File: config.mk
export PLATFORM = sky130hd
export DESIGN_NAME = abf_bus_front
export DESIGN_NICKNAME = d
export VERILOG_FILES = /design/src/rtl/abf_pkg.sv /design/src/rtl/abf_sync.sv /design/src/rtl/abf_deglitch.sv /design/src/rtl/abf_idle.sv /design/src/rtl/abf_bus_front.sv
export SDC_FILE = /design/constraint.sdc
export NUM_CORES = 1
export LEC_CHECK = 0
export ABC_AREA = 0
export BUFFER_PORTS_ARGS = -buffer_cell sky130_fd_sc_hd__buf_4
export CAP_MARGIN = 30
export CORE_MARGIN = 8
export CORE_UTILIZATION = 35
export CTS_CLUSTER_DIAMETER = 200
export DETAILED_ROUTE_END_ITERATION = 8
export PLACE_DENSITY = 0.5
export SETUP_SLACK_MARGIN = 0.2
export SYNTH_ARGS = -nofsm -noshare
export SYNTH_HDL_FRONTEND = slang
export SYNTH_SLANG_ARGS = --single-unit
File: constraint.sdc
create_clock -name clk -period 3.7 [get_ports clk]
set_clock_uncertainty 0.1 [all_clocks]
set_input_delay 0.74 -clock clk [delete_from_list [all_inputs] [get_ports clk]]
set_output_delay 0.74 -clock clk [all_outputs]
set_load 0.05 [all_outputs]
File: src/rtl/abf_pkg.sv
package abf_pkg;
  localparam int NSTB   = 3;
  localparam int STB_CE = 0;
  localparam int STB_OE = 1;
  localparam int STB_WE = 2;
  typedef logic [NSTB-1:0] stb_t;
endpackage

File: src/rtl/abf_sync.sv
module abf_sync #(
  parameter int W = 1,
  parameter logic [W-1:0] RST_VAL = '0
) (
  input  logic         clk,
  input  logic         rst_n,
  input  logic [W-1:0] d_i,
  output logic [W-1:0] q_o
);
  logic [W-1:0] meta_q;
  logic [W-1:0] sync_q;

  always_ff @(posedge clk or negedge rst_n) begin
    if (!rst_n) begin
      meta_q <= RST_VAL;
      sync_q <= RST_VAL;
    end else begin
      meta_q <= d_i;
      sync_q <= meta_q;
    end
  end

  assign q_o = sync_q;
endmodule

File: src/rtl/abf_deglitch.sv
module abf_deglitch #(
  parameter int GLITCH_CYC = 4
) (
  input  logic clk,
  input  logic rst_n,
  input  logic lvl_i,
  output logic lvl_o
);
  localparam int CW = $clog2(GLITCH_CYC + 1);
  localparam logic [CW-1:0] RUN_LAST = CW'(GLITCH_CYC - 1);

  logic          lvl_q, lvl_d;
  logic [CW-1:0] run_q, run_d;

  always_comb begin
    lvl_d = lvl_q;
    run_d = '0;
    if (lvl_i != lvl_q) begin
      if (run_q == RUN_LAST) lvl_d = lvl_i;
      else                   run_d = run_q + 1'b1;
    end
  end

  always_ff @(posedge clk or negedge rst_n) begin
    if (!rst_n) begin
      lvl_q <= 1'b1;
      run_q <= '0;
    end else begin
      lvl_q <= lvl_d;
      run_q <= run_d;
    end
  end

  assign lvl_o = lvl_q;

  // the filtered level only moves after a full persistence run
  p_filter_persist_r2: assert property (@(posedge clk) disable iff (!rst_n)
    (lvl_q != $past(lvl_q)) |-> ($past(run_q) == RUN_LAST));
endmodule

File: src/rtl/abf_idle.sv
module abf_idle #(
  parameter int W = 1,
  parameter int IDLE_CYC = 30,
  parameter logic [W-1:0] RST_VAL = '0
) (
  input  logic         clk,
  input  logic         rst_n,
  input  logic [W-1:0] watch_i,
  output logic         idle_o
);
  localparam int CW = $clog2(IDLE_CYC + 1);
  localparam logic [CW-1:0] CNT_TOP = CW'(IDLE_CYC);

  logic [W-1:0]  prev_q;
  logic [CW-1:0] cnt_q, cnt_d;
  logic          moved;

  assign moved = (watch_i != prev_q);

  always_comb begin
    cnt_d = cnt_q;
    if (moved)                cnt_d = '0;
    else if (cnt_q != CNT_TOP) cnt_d = cnt_q + 1'b1;
  end

  always_ff @(posedge clk or negedge rst_n) begin
    if (!rst_n) begin
      prev_q <= RST_VAL;
      cnt_q  <= '0;
    end else begin
      prev_q <= watch_i;
      cnt_q  <= cnt_d;
    end
  end

  assign idle_o = (cnt_q == CNT_TOP);

  // any bus movement clears the idle flag on the next cycle
  p_idle_wake_r8: assert property (@(posedge clk) disable iff (!rst_n)
    moved |=> !idle_o);
  // the flag rises only after a full quiet count
  p_idle_rise_r8: assert property (@(posedge clk) disable iff (!rst_n)
    $rose(idle_o) |-> ($past(cnt_q) == CW'(IDLE_CYC - 1)));
endmodule

File: src/rtl/abf_bus_front.sv
module abf_bus_front
  import abf_pkg::*;
#(
  parameter int ADDR_W     = 21,
  parameter int DATA_W     = 8,
  parameter int GLITCH_CYC = 4,
  parameter int IDLE_CYC   = 30
) (
  input  logic              clk,
  input  logic              rst_n,
  input  logic              bus_ce_n,
  input  logic              bus_oe_n,
  input  logic              bus_we_n,
  input  logic [ADDR_W-1:0] bus_addr,
  input  logic [DATA_W-1:0] bus_wdata,
  output logic              wr_valid,
  output logic [ADDR_W-1:0] wr_addr,
  output logic [DATA_W-1:0] wr_data,
  output logic              rd_strobe,
  output logic [ADDR_W-1:0] rd_addr,
  output logic              dq_oe,
  output logic              standby,
  output logic              auto_standby
);
  localparam int BUS_W = ADDR_W + DATA_W;

  stb_t              stb_raw, stb_s2, stb_f;
  logic [BUS_W-1:0]  bus_s2;
  logic [ADDR_W-1:0] addr_s2;
  logic [DATA_W-1:0] data_s2;

  assign stb_raw = {bus_we_n, bus_oe_n, bus_ce_n};

  abf_sync #(.W(NSTB), .RST_VAL({NSTB{1'b1}})) u_sync_stb (
    .clk(clk), .rst_n(rst_n), .d_i(stb_raw), .q_o(stb_s2));

  abf_sync #(.W(BUS_W), .RST_VAL({BUS_W{1'b0}})) u_sync_bus (
    .clk(clk), .rst_n(rst_n), .d_i({bus_addr, bus_wdata}), .q_o(bus_s2));

  assign addr_s2 = bus_s2[BUS_W-1:DATA_W];
  assign data_s2 = bus_s2[DATA_W-1:0];

  for (genvar gi = 0; gi < NSTB; gi++) begin : gen_dg
    abf_deglitch #(.GLITCH_CYC(GLITCH_CYC)) u_dg (
      .clk(clk), .rst_n(rst_n), .lvl_i(stb_s2[gi]), .lvl_o(stb_f[gi]));
  end

  abf_idle #(
    .W(NSTB + ADDR_W), .IDLE_CYC(IDLE_CYC),
    .RST_VAL({{NSTB{1'b1}}, {ADDR_W{1'b0}}})
  ) u_idle (
    .clk(clk), .rst_n(rst_n), .watch_i({stb_s2, addr_s2}), .idle_o(auto_standby));

  // decode
  logic raw_wr, ph, rd_act;
  assign raw_wr = !stb_s2[STB_CE] && !stb_s2[STB_WE];
  assign ph     = !stb_f[STB_CE]  && !stb_f[STB_WE];
  assign rd_act = !stb_f[STB_CE]  && !stb_f[STB_OE] && stb_f[STB_WE];

  logic              raw_wr_q, ph_q, bad_q, bad_d, rd_q, wv_q, wv_d;
  logic [ADDR_W-1:0] ahold_q, ahold_d, wa_q, wa_d;
  logic [DATA_W-1:0] dhold_q, dhold_d, wd_q, wd_d;

  always_comb begin
    ahold_d = ahold_q;
    dhold_d = dhold_q;
    bad_d   = bad_q;
    wv_d    = 1'b0;
    wa_d    = wa_q;
    wd_d    = wd_q;
    if (raw_wr && !raw_wr_q) ahold_d = addr_s2;
    if (raw_wr)              dhold_d = data_s2;
    if (ph && !ph_q)                    bad_d = !stb_f[STB_OE];
    else if (ph && !stb_f[STB_OE])      bad_d = 1'b1;
    if (!ph && ph_q && !bad_q) begin
      wv_d = 1'b1;
      wa_d = ahold_q;
      wd_d = dhold_q;
    end
  end

  always_ff @(posedge clk or negedge rst_n) begin
    if (!rst_n) begin
      raw_wr_q <= 1'b0;
      ph_q     <= 1'b0;
      bad_q    <= 1'b0;
      rd_q     <= 1'b0;
      wv_q     <= 1'b0;
      ahold_q  <= '0;
      dhold_q  <= '0;
      wa_q     <= '0;
      wd_q     <= '0;
    end else begin
      raw_wr_q <= raw_wr;
      ph_q     <= ph;
      bad_q    <= bad_d;
      rd_q     <= rd_act;
      wv_q     <= wv_d;
      ahold_q  <= ahold_d;
      dhold_q  <= dhold_d;
      wa_q     <= wa_d;
      wd_q     <= wd_d;
    end
  end

  assign wr_valid  = wv_q;
  assign wr_addr   = wa_q;
  assign wr_data   = wd_q;
  assign dq_oe     = rd_act;
  assign rd_strobe = rd_act && !rd_q;
  assign rd_addr   = addr_s2;
  assign standby   = stb_f[STB_CE];

  // a write pulse lasts exactly one cycle
  p_wr_single_r4: assert property (@(posedge clk) disable iff (!rst_n)
    wr_valid |=> !wr_valid);
  // a write pulse only follows a filtered write phase
  p_wr_after_phase_r4: assert property (@(posedge clk) disable iff (!rst_n)
    wr_valid |-> $past(ph_q));
  // pads are never driven in standby
  p_standby_quiet_r7: assert property (@(posedge clk) disable iff (!rst_n)
    standby |-> !dq_oe);
  // the read start pulse is a single cycle
  p_rd_single_r6: assert property (@(posedge clk) disable iff (!rst_n)
    rd_strobe |=> !rd_strobe);
endmodule

# Word-level counts from Yosys, hierarchy flattened

Cells that the tools add are included.

Add/sub/neg operators: 4
Equality and inequality tests: 9
Muxes and demuxes: 11
Reduce and logical (&&, ||, !) cells: 25

Operators with widths:

| cell                                                                  | count |
|---|---|
| 24-bit != test                                                        | 1 |
| 3-bit 2-to-1 mux                                                      | 6 |
| 1-bit logical AND                                                     | 10 |
| 1-bit zero test                                                       | 10 |
| 5-bit 2-to-1 mux                                                      | 2 |
| 3-bit by 1-bit adder with 3-bit output, second input constant         | 3 |
| 3-bit by 2-bit equality test with 1-bit output, second input constant | 3 |
| 2-bit AND reduction                                                   | 3 |
| 5-bit by 1-bit adder with 5-bit output, second input constant         | 1 |
| 5-bit equality test, second input constant                            | 1 |
| 5-bit != test, second input constant                                  | 1 |
| 2-bit nonzero test                                                    | 2 |
| 1-bit 2-to-1 mux                                                      | 3 |
| 1-bit != test                                                         | 3 |

Output and inout bits: 55
Word-level logic and storage cells: 70
Bits in registers: 168

# Longest topological paths before layout

Word-level depth: 6
Depth in mapped cells: 6

# Cells and area by module

From an unflattened synthesis, not the netlist that was laid out.

Cell total of the unflattened synthesis: 314
Area, all modules: 5,728.0 µm²

Modules (own cells, without submodules):

| module                | cells an instance | times used | area an instance (µm²) | seq. area each (µm²) |
|---|---|---|---|---|
| abf_bus_front         | 134               | 1          | 2,452.4                | 1,576.5 |
| abf_sync (u_sync_bus) | 58                | 1          | 1,451.4                | 1,451.4 |
| abf_idle              | 83                | 1          | 1,163.6                | 729.4 |
| abf_deglitch          | 11                | 3          | 167.7                  | 101.3 |
| abf_sync (u_sync_stb) | 6                 | 1          | 157.7                  | 157.7 |

# Least setup slack after synthesis

OpenSTA, ideal clock, no wires.

Path kind: register to output
Start point: register gen_dg[2].u_dg.lvl_q
End point: output rd_strobe
Slack: 228 ps
Data required time: 2,860 ps
Stages on the path, launching flop included: 3
Arrival: 2,632 ps
Buffers on the path: 0
Path through: dfstp_2 > nor3b_1 > nor2b_1

Cells in the longest elaborated chain, start to end: 2

RTL lines:

| what                   | line                 | text |
|---|---|---|
| start, declared        | abf_deglitch.sv:12   | `logic lvl_q, lvl_d;` |
| start signal, assigned | abf_deglitch.sv:29   | `lvl_q <= lvl_d;` |
| 1-bit logical AND      | abf_bus_front.sv:58  | `assign rd_act = !stb_f[STB_CE] && !stb_f[STB_OE] && stb_f[STB_WE];` |
| net dq_oe              | abf_bus_front.sv:21  | `output logic dq_oe,` |
| 1-bit logical AND      | abf_bus_front.sv:110 | `assign rd_strobe = rd_act && !rd_q;` |
| end, declared          | abf_bus_front.sv:19  | `output logic rd_strobe,` |

The timed path passes the listed nets, and every way through them passes these cells.

# Worst setup path in the final report

Start point: register gen_dg[2].u_dg.lvl_q
End point: output rd_strobe

Cells in the longest elaborated chain, start to end: 2

RTL lines:

| what              | line |
|---|---|
| 1-bit logical AND | abf_bus_front.sv:58 |
| 1-bit logical AND | abf_bus_front.sv:110 |

No other way between the ends.

==> impl_metrics.py <==
metrics = {
    "cts": {
        "cts_repair_resize_count": 0,
        "clock_sinks": 168,
        "clkLatencyLatePin_ns": 0.42,
        "cts-htree-levels": 4,
        "clockRootBuffer": "clkbuf_16",
        "numCtsBuffers": 17,
        "cts_tree": "done",
        "clk_pin_slew_worst_paths_ns": 0.06,
        "cts_hold_buf": 0,
        "cts_buffer_depth": 2,
        "postCtsSetupBuffers": 0,
    },
    "final_layout": {
        "drive_gt1_share_pct": 45.39,
        "nFillCells": 1480,
        "area_growth_pct": 24.15,
        "multiInputGateArea_um2": 1285,
        "stdcell_count": 650,
        "final_cell_mix": "156 x dfrtp_1, 91 x buf_4, 61 x mux2_2",
        "utilization_pct": 44.42,
        "final_common_cell": "dfrtp_1",
        "final_nets": 460,
        "diodes": 0,
        "ff_latch_area_um2": 4219,
    },
    "die": {
        "die_y_um": 143.4,
        "initial_core_util_pct": 35.78,
        "core_um2": 15890,
        "boundaryPins": 89,
        "die-width_um": 143.4,
        "std_cell_rows": 46,
        "die_area_um2": 20580,
    },
    "synthesis": {
        "ys_ff_latch": 168,
        "yosysWarnings": 0,
        "syn_nets": 374,
        "synth_cell_types": 26,
        "syn_inst": 335,
        "yosysSeqAreaShare_pct": 74.22,
        "syn_avg_cell_area_um2": 16.97,
        "synth_area_um2": 5684,
    },
    "routing": {
        "drc": 0,
        "drt_wl_total_um": 10060,
        "via_per_inst": 4.262,
        "vias": 2770,
        "detail-route-antenna-nets": 0,
        "wire_per_inst_um": 15.47,
        "dr.pass1.iters": 3,
        "first_iter_violations": 154,
    },
    "run_status": {
        "status": "finished clean",
    },
    "power_and_ir_drop": {
        "p_leak_nw": 3.182,
        "powerDensity_nw_per_um2": 794.0,
        "finalPower_mw": 5.603,
        "vdd_drop_max_mv": 0.4027,
    },
    "setup_path": {
        "rr_endpoint": "u_idle.cnt_q[1]",
        "required_ns": 2.86,
        "start_kind": "flip-flop",
        "path_class": "reg2out",
        "setup.worst_path.end": "rd_strobe",
        "rrSetupSlack_ns": 1.56,
        "cp_max_fo": 6,
        "startpoint": "gen_dg[2].u_dg.lvl_o",
        "cp_data_arrival_time_ns": 1.66,
        "worstReg2RegStart": "u_sync_bus.q_o[20]",
        "reg2regPathDepth": 4,
        "cp-end-kind": "output port",
    },
    "placed_design": {
        "placedCellCount": 618,
        "post-place-ws_ns": 1.574,
        "place_congestion": 0.6636,
        "placement.io_buffers": 88,
        "dp_hpwl_um": 6751,
    },
    "job": {
        "drv_cap": 0,
    },
    "hold_path": {
        "hp-class": "in2async",
    },
    "global_routing": {
        "grt_max_degree": 76,
        "grt_pass1_wl_um": 16420,
        "first_global_vias": 3052,
        "grtUsageTotal_pct": 10.62,
        "grt-ovfl-total": 0,
        "antenna_found_initial": 0,
    },
    "sta": {
        "min_period_ns": 2.501,
        "fmax_mhz": 399.9,
        "min_period_over_period_pct": 67.59,
        "hold_viol": 0,
        "tightest_slew_ns": 0.8008,
        "layout_setup_ws_ns": 1.199,
        "drv_slew": 0,
        "rsz0062_at_grt": "false",
        "slew_headroom_pct": 46.42,
        "setup_violations": 0,
        "finalSetupTns_ns": 0,
    },
}
-- metrics by stage --
step | hold WS, ns | cell area (um2)
detailed placement | 0.2347 | 6496
finish | 0.2284 | 7057
global placement | 0.2318 | 6496
global route | 0.2529 | 7057
CTS | 0.2488 | 7057
floorplan | 0.2312 | 5684
-- Yosys cell counts --
cell type	number	area share [%]
a2111oi_2	1	0.26
and3_1	1	0.11
and3b_1	1	0.15
buf_2	5	0.44
buf_4	21	2.8
dfrtp_1	156	69
dfstp_2	12	5.5
ha_1	5	1.1
inv_1	2	0.13
mux2_2	61	12
mux2i_1	1	0.18
nand2_1	4	0.26
nand2b_1	1	0.11
nand3_1	2	0.18
nand3b_1	1	0.13
nand4_1	2	0.22
nor2_1	3	0.20
nor2b_1	5	0.55
nor3_1	7	0.62
nor3b_1	6	0.79
nor4_1	6	0.66
o2111ai_1	1	0.15
o21ai_0	1	0.088
o31ai_1	2	0.26
xnor2_1	4	0.62
xor2_1	24	3.7
-- logic make-up (layout without fill, tap and decap cells) --
logic type	count (synthesis)	in the layout	share of synthesized area, %
adder cells (fa/ha/maj)	5	5	1.101
AO/OA/AOI/OAI	5	5	0.7702
multiplexers	62	62	12.26
flip-flops	168	168	74.22
buffers and inverters	28	127	3.346
XOR/XNOR	28	28	4.314
AND/OR/NAND/NOR	39	39	3.984
-- flip-flops by register name, indices dropped and copies added, names as in the netlist, 5 cells and up --
signal,flops
u_sync_bus.meta_q,29
dhold_q,8
u_idle.cnt_q,5
wr_addr,21
wr_data,8
gen_dg.u_dg.run_q,9
u_idle.prev_q,24
u_sync_bus.q_o,29
ahold_q,21
-- cell type report --
class                           instances  area share, %
Sequential cell                       168          59.79
Clock inverter                          9          1.312
Inverter                                2         0.1064
Clock buffer                           23          6.631
Timing Repair Buffer                   93          10.12
Multi-Input combinational cell        139          18.21
Tap cell                              216          3.830
-- worst min path at each step --
stage                               to  slack (ns)  depth (start not counted)
finish               u_sync_bus.q_o[7]        0.23                          1
global route         u_sync_bus.q_o[1]        0.25                          0
CTS                 u_sync_bus.q_o[23]        0.25                          0
detailed placement   u_sync_bus.q_o[1]        0.23                          0
global placement    u_sync_bus.q_o[26]        0.23                          0
floorplan            u_sync_bus.q_o[0]        0.23                          0
-- power breakdown --
| group | leakage [nW] | internal [mW] | switching [mW] |
|---|---|---|---|
| Sequential | 1.99 | 2.18 | 0.192 |
| Clock | 0.265 | 0.969 | 0.698 |
| Combinational | 0.929 | 0.573 | 0.987 |
-- worst max-delay path, stage by stage (launching register included) --
cell and delay [ns]:
dfstp_2 0.58, nor3b_1 0.30, nor2b_1 0.17, buf_4 0.20
-- routing by layer --
| layer | routed length [um] | up-vias | track usage (%) |
|---|---|---|---|
| met3 | 556 | 8 | 4.413 |
| met5 | 0 | - | 0 |
| met1 | 4348 | 1416 | 12.95 |
| met2 | 5036 | 55 | 16.23 |
| met4 | 115 | 0 | 4.649 |
| li1 | - | 1291 | - |
No activity file was read; power rests on OpenSTA's default activity.
